## src/rtl/rtag_pkg.sv

```systemverilog
package rtag_pkg;

  localparam int DEF_WIDE_TAGS   = 256;
  localparam int DEF_NARROW_TAGS = 32;

  // Smaller of a configured count and a hardware cap.
  function automatic int unsigned clamp_count(int unsigned lim, int unsigned cap);
    return (lim < cap) ? lim : cap;
  endfunction

endpackage

```

## src/rtl/rtag_count_sel.sv

```systemverilog
module rtag_count_sel #(
  parameter int WIDE_TAGS   = rtag_pkg::DEF_WIDE_TAGS,
  parameter int NARROW_TAGS = rtag_pkg::DEF_NARROW_TAGS,
  parameter int CNT_W       = $clog2(WIDE_TAGS) + 1
) (
  input  logic             ext_tag_en,
  input  logic [CNT_W-1:0] tag_limit,
  output logic [CNT_W-1:0] usable
);
  logic [CNT_W-1:0] cap;

  assign cap    = ext_tag_en ? CNT_W'(WIDE_TAGS) : CNT_W'(NARROW_TAGS);
  assign usable = CNT_W'(rtag_pkg::clamp_count(32'(tag_limit), 32'(cap)));
endmodule

```

## src/rtl/rtag_busy_map.sv

```systemverilog
module rtag_busy_map #(
  parameter int N     = 256,
  parameter int TAG_W = 8
) (
  input  logic             clk,
  input  logic             rst,
  input  logic             rel_valid,
  input  logic [TAG_W-1:0] rel_tag,
  input  logic             set_en,
  input  logic [TAG_W-1:0] set_tag,
  output logic [N-1:0]     busy_q,
  output logic [N-1:0]     busy_after_rel,
  output logic             rel_err
);
  logic [N-1:0] clr_vec, set_vec, busy_d;

  // Release is applied before any set of the same cycle.
  for (genvar i = 0; i < N; i++) begin : g_bit
    assign clr_vec[i] = rel_valid && (rel_tag == TAG_W'(i));
    assign set_vec[i] = set_en && (set_tag == TAG_W'(i));
  end

  assign busy_after_rel = busy_q & ~clr_vec;
  assign busy_d         = busy_after_rel | set_vec;

  always_ff @(posedge clk) begin
    if (rst) begin
      busy_q  <= '0;
      rel_err <= 1'b0;
    end else begin
      busy_q  <= busy_d;
      rel_err <= rel_valid && !busy_q[rel_tag];
    end
  end
endmodule

```

## src/rtl/rtag_rr_pick.sv

```systemverilog
module rtag_rr_pick #(
  parameter int N     = 256,
  parameter int TAG_W = 8,
  parameter int CNT_W = 9
) (
  input  logic [N-1:0]     free_vec,
  input  logic [CNT_W-1:0] usable,
  input  logic [TAG_W-1:0] last,
  output logic             found,
  output logic [TAG_W-1:0] pick
);
  logic [CNT_W-1:0] nxt, start;
  logic [N-1:0]     elig, upper;
  logic [TAG_W-1:0] pick_up, pick_all;

  assign nxt   = CNT_W'(last) + CNT_W'(1);
  assign start = (nxt >= usable) ? '0 : nxt;

  // Split search: the lowest eligible tag at or above start wins; if none,
  // the lowest eligible tag overall (the wrapped part).
  for (genvar i = 0; i < N; i++) begin : g_elig
    assign elig[i]  = free_vec[i] && (CNT_W'(i) < usable);
    assign upper[i] = elig[i] && (CNT_W'(i) >= start);
  end

  always_comb begin
    pick_up  = '0;
    pick_all = '0;
    for (int i = N - 1; i >= 0; i--) begin
      if (upper[i]) pick_up  = TAG_W'(i);
      if (elig[i])  pick_all = TAG_W'(i);
    end
  end

  assign found = |elig;
  assign pick  = (|upper) ? pick_up : pick_all;
endmodule

```

## src/rtl/rtag_alloc.sv

```systemverilog
module rtag_alloc #(
  parameter  int WIDE_TAGS   = rtag_pkg::DEF_WIDE_TAGS,
  parameter  int NARROW_TAGS = rtag_pkg::DEF_NARROW_TAGS,
  localparam int TAG_W       = $clog2(WIDE_TAGS),
  localparam int CNT_W       = TAG_W + 1
) (
  input  logic             clk,
  input  logic             rst,
  input  logic             ext_tag_en,
  input  logic [CNT_W-1:0] tag_limit,
  input  logic             alloc_req,
  input  logic             gnt_ready,
  output logic             gnt_valid,
  output logic [TAG_W-1:0] gnt_tag,
  input  logic             rel_valid,
  input  logic [TAG_W-1:0] rel_tag,
  output logic             rel_err
);
  logic [CNT_W-1:0]     usable;
  logic [WIDE_TAGS-1:0] busy_q, busy_after_rel;
  logic [TAG_W-1:0]     last_q, pick;
  logic                 found, load;

  rtag_count_sel #(
    .WIDE_TAGS(WIDE_TAGS), .NARROW_TAGS(NARROW_TAGS), .CNT_W(CNT_W)
  ) u_count (
    .ext_tag_en(ext_tag_en), .tag_limit(tag_limit), .usable(usable)
  );

  rtag_busy_map #(.N(WIDE_TAGS), .TAG_W(TAG_W)) u_busy (
    .clk(clk), .rst(rst),
    .rel_valid(rel_valid), .rel_tag(rel_tag),
    .set_en(load), .set_tag(pick),
    .busy_q(busy_q), .busy_after_rel(busy_after_rel), .rel_err(rel_err)
  );

  rtag_rr_pick #(.N(WIDE_TAGS), .TAG_W(TAG_W), .CNT_W(CNT_W)) u_pick (
    .free_vec(~busy_after_rel), .usable(usable), .last(last_q),
    .found(found), .pick(pick)
  );

  assign load = alloc_req && (!gnt_valid || gnt_ready) && found;

  always_ff @(posedge clk) begin
    if (rst) begin
      gnt_valid <= 1'b0;
      gnt_tag   <= '0;
      last_q    <= '0;
    end else if (load) begin
      gnt_valid <= 1'b1;
      gnt_tag   <= pick;
      last_q    <= pick;
    end else if (gnt_ready) begin
      gnt_valid <= 1'b0;
    end
  end
endmodule

```

## config.mk

```make
export PLATFORM = sky130hd
export DESIGN_NAME = rtag_alloc
export DESIGN_NICKNAME = d
export VERILOG_FILES = /design/src/rtl/rtag_pkg.sv /design/src/rtl/rtag_count_sel.sv /design/src/rtl/rtag_busy_map.sv /design/src/rtl/rtag_rr_pick.sv /design/src/rtl/rtag_alloc.sv
export SDC_FILE = /design/constraint.sdc
export NUM_CORES = 2
export LEC_CHECK = 0
export ABC_CLOCK_PERIOD_IN_PS = 9900
export CORE_UTILIZATION = 35
export CTS_CLUSTER_DIAMETER = 120
export DETAILED_ROUTE_END_ITERATION = 8
export SETUP_SLACK_MARGIN = 0.1
export SLEW_MARGIN = 20
export SYNTH_ARGS = -nofsm -noshare
export SYNTH_HDL_FRONTEND = slang
export SYNTH_HIERARCHICAL = 1
export SYNTH_SLANG_ARGS = --single-unit
```

## constraint.sdc

```tcl
create_clock -name clk -period 9.9 [get_ports clk]
set_clock_uncertainty 0.15 [all_clocks]
set_input_delay 1.485 -clock clk [delete_from_list [all_inputs] [get_ports clk]]
set_output_delay 1.485 -clock clk [all_outputs]
set_load 0.01 [all_outputs]
```

==> summary.txt <==
Outcome
  – Outcome: finished, final reports clean

Routing
  – Residual DRC: 0
  – DRT Wirelength: 221.6 mm
  – Routed wire per std cell: 37.14 µm
  – Pre-antenna DRT Iters: 7
  – Routed Antenna Nets: 0
  – Vias per Instance: 6.965
  – DRC marker count from the first detailed-route iteration: 7659
  – Routed via count: 41560

Synth
  – Commonest cells post-synth: nor2_1 (542), a21oi_1 (534), nand2_1 (401)
  – Synth area leaders: dfxtp_1 (17%), a21oi_1 (8.7%), o21a_1 (7.3%)
  – Syn Inst Count: 4627
  – Top-count cell post-synth: nor2_1
  – Post-synth EDFFs: 0
  – Predominant post-synthesis flop cell: dfxtp_1
  – Post-synthesis sequential area ratio: 17.41%
  – Flops & latches, synth: 266
  – Post-Syn Area per Cell: 6.609 µm²
  – Cell variety after synth: 108
  – Post-synth top area share: 17.41%
  – Mapped cell area: 0.03058 mm²
  – Post-synth net total: 4661
  – Warnings, synthesis: 6
  – Post-synth ARST share: 0%
  – Post-synth top area cell: dfxtp_1

Worst setup path
  – Endpoint class of the critical path: flop
  – Critical path type: input pin to flop
  – Crit-path max FO: 57
  – Buf+Inv Stages, Crit Path: 7
  – Startpoint types: input pin
  – CP max-delay cell: a2111oi_2
  – CP delay by family, top: compound AO/OA/AOI/OAI gates
  – Critical path data required time: 10.20 ns
  – CP max stage delay: 0.64 ns
  – Arr. time, crit path: 9.99 ns

Floorplanning
  – Core footprint: 0.08662 mm²
  – Chip height: 297.6 µm
  – DIE WIDTH: 297.6 µm
  – Initial Util: 35.31%
  – I/O pins: 33
  – Die area: 0.08856 mm²
  – Row count: 108

CTS
  – Clock Latency Late Sink: 0.58 ns
  – Setup repair bufs after CTS: 0
  – Total CTS buffers: 35
  – Post-cts sizing count: 0
  – Clock Sinks: 266
  – Clock Path Buffers: 3
  – CTS tree: built
  – CTS H-tree depth: 2
  – Root buf cell: clkbuf_16
  – CTS Hold Buffers Added: 0
  – Clk pin slew, worst setup/hold paths: 0.05 ns

Timing
  – Worst-Margin Slew: 1.414 ns
  – Final Hold Slack: 0.3476 ns
  – RSZ-0062 raised after global routing: no
  – Slew headroom: 4.709%
  – Post-layout minimum cycle time: 9.687 ns
  – Final period util: 97.85%
  – Total Neg Setup Slack: 0 ns
  – Final setup viols: 0
  – Final Hold Fails: 0
  – Pins Over Slew Limit: 0
  – Final worst slack: 0.2125 ns
  – Fmax: 103.2 MHz

GRT
  – All-Layer GR Usage: 47.92%
  – Grt ovf: 0
  – Vias in the first global route: 37290
  – Initial antenna violation count: 13
  – First-pass GRT wire length: 301.0 mm
  – Largest net degree at the start of global routing: 214

Power and ir drop
  – Max VDD drop: 198.5 µV
  – Part of the power in combinational logic: 50.6%
  – Clk pwr share: 26.4%
  – Static leakage: 0.01244 µW
  – Sw power: 2279 µW
  – Seq pwr share: 23.1%
  – P_int: 2460 µW
  – Pwr/cell area: 133.3 mW/mm²
  – Sw Ratio: 48.09%
  – Power Total: 4738 µW

Final layout
  – Nets: 4816
  – Layout area overhead: 16.26%
  – Filler cells: 9329
  – Fraction of layout cells with a size suffix above 1: 13.22%

Placement
  – IO Port Bufs: 32
  – DP HPWL: 179.1 mm
  – Dpl ws: -0.07582 ns
  – GP Congestion: 1.150

Hold path
  – Worst Hold Class: flop to flop

Flow run
  – Max-Cap Viols: 0
registers in the layout (all words and copies together), names as in the netlist:
name / cells
u_busy/busy_q: 256
u_busy/rel_err: 1
gnt_valid: 1
last_q: 8
routing by layer:
layer / wire length [µm] / up-vias / part of all wire, % / track usage (%)
met5: 59 / - / 0.027 / 0.9199
met4: 17340 / 4 / 7.8 / 30.52
met3: 29710 / 665 / 13 / 14.78
met2: 86770 / 3464 / 39 / 66.13
met1: 87720 / 19990 / 40 / 63.88
li1: - / 17440 / - / -
worst reg2reg max path, delay by kind of cell (launching register included):
family	cells	cell delay [ns]
fa+ha+maj	2	0.42
flops	1	0.57
simple gates	12	3.33
compound gates	9	3.21
buf+inv	6	1.22
worst paths after layout:
check	to	slack (ns)	depth (start not counted)	startpoint
max reg2reg	u_busy/busy_q[107]$_SDFF_PP0_	0.85	29	last_q[0]$_SDFFE_PP0P_
min	gnt_valid$_SDFFE_PP0P_	0.35	2	gnt_valid$_SDFFE_PP0P_
max	u_busy/busy_q[107]$_SDFF_PP0_	0.21	29	ext_tag_en
min reg2reg	gnt_valid$_SDFFE_PP0P_	0.35	2	gnt_valid$_SDFFE_PP0P_
cell families (layout without fill, tap and decap cells):
logic type      Yosys count  after routing  synth area share [%]
mux                      88             88                 5.671
buf+inv                 629            806                 8.363
fa+ha+maj                11             11                0.4501
flops                   266            266                 17.41
compound gates         1896           1896                 40.48
simple gates           1731           1731                 27.43
other cells               0              8                     0
xor+xnor                  6              6                0.1964
area by class of cell:
| cell class | instances | area [µm²] | area share [%] |
|---|---|---|---|
| diodes | 8 | 20.02 | 0.05631 |
| clock inverters | 11 | 91.34 | 0.2569 |
| clock buffers | 48 | 996.0 | 2.801 |
| well taps | 1155 | 1445 | 4.065 |
| multi-input cells | 3732 | 22830 | 64.22 |
| repair buffers | 431 | 3657 | 10.29 |
| flip-flops and latches | 266 | 5325 | 14.98 |
| inverters | 316 | 1186 | 3.336 |
layout by cell type (no fill, tap or decap), types with 98 or more instances in the layout:
cell type	n
nand2_1	401
nand3_1	162
o21ai_0	354
o211ai_1	98
dfxtp_1	266
a21oi_1	533
buf_4	372
o21a_1	296
inv_1	310
nor2_1	539
nor3_1	127
per-stage QoR:
stage / util [%] / std cells / cell area, µm²
after floorplan: - / 4627 / 30580
after global placement: 39.75 / 5900 / 34430
after detailed placement: 39.75 / 5900 / 34430
after CTS: 41.01 / 5959 / 35520
after global routing: 41.02 / 5959 / 35530
final: 41.04 / 5967 / 35550
power groups by stage:
stage	sequential, µW	clock (µW)	combinational (µW)
after floorplan	1110	0	1070
after CTS	1090	1260	2220
final	1090	1250	2400
after detailed placement	1120	0	2220
after global placement	1120	0	2250
after global routing	1090	1300	2400
No activity file was read; power rests on OpenSTA's default activity.
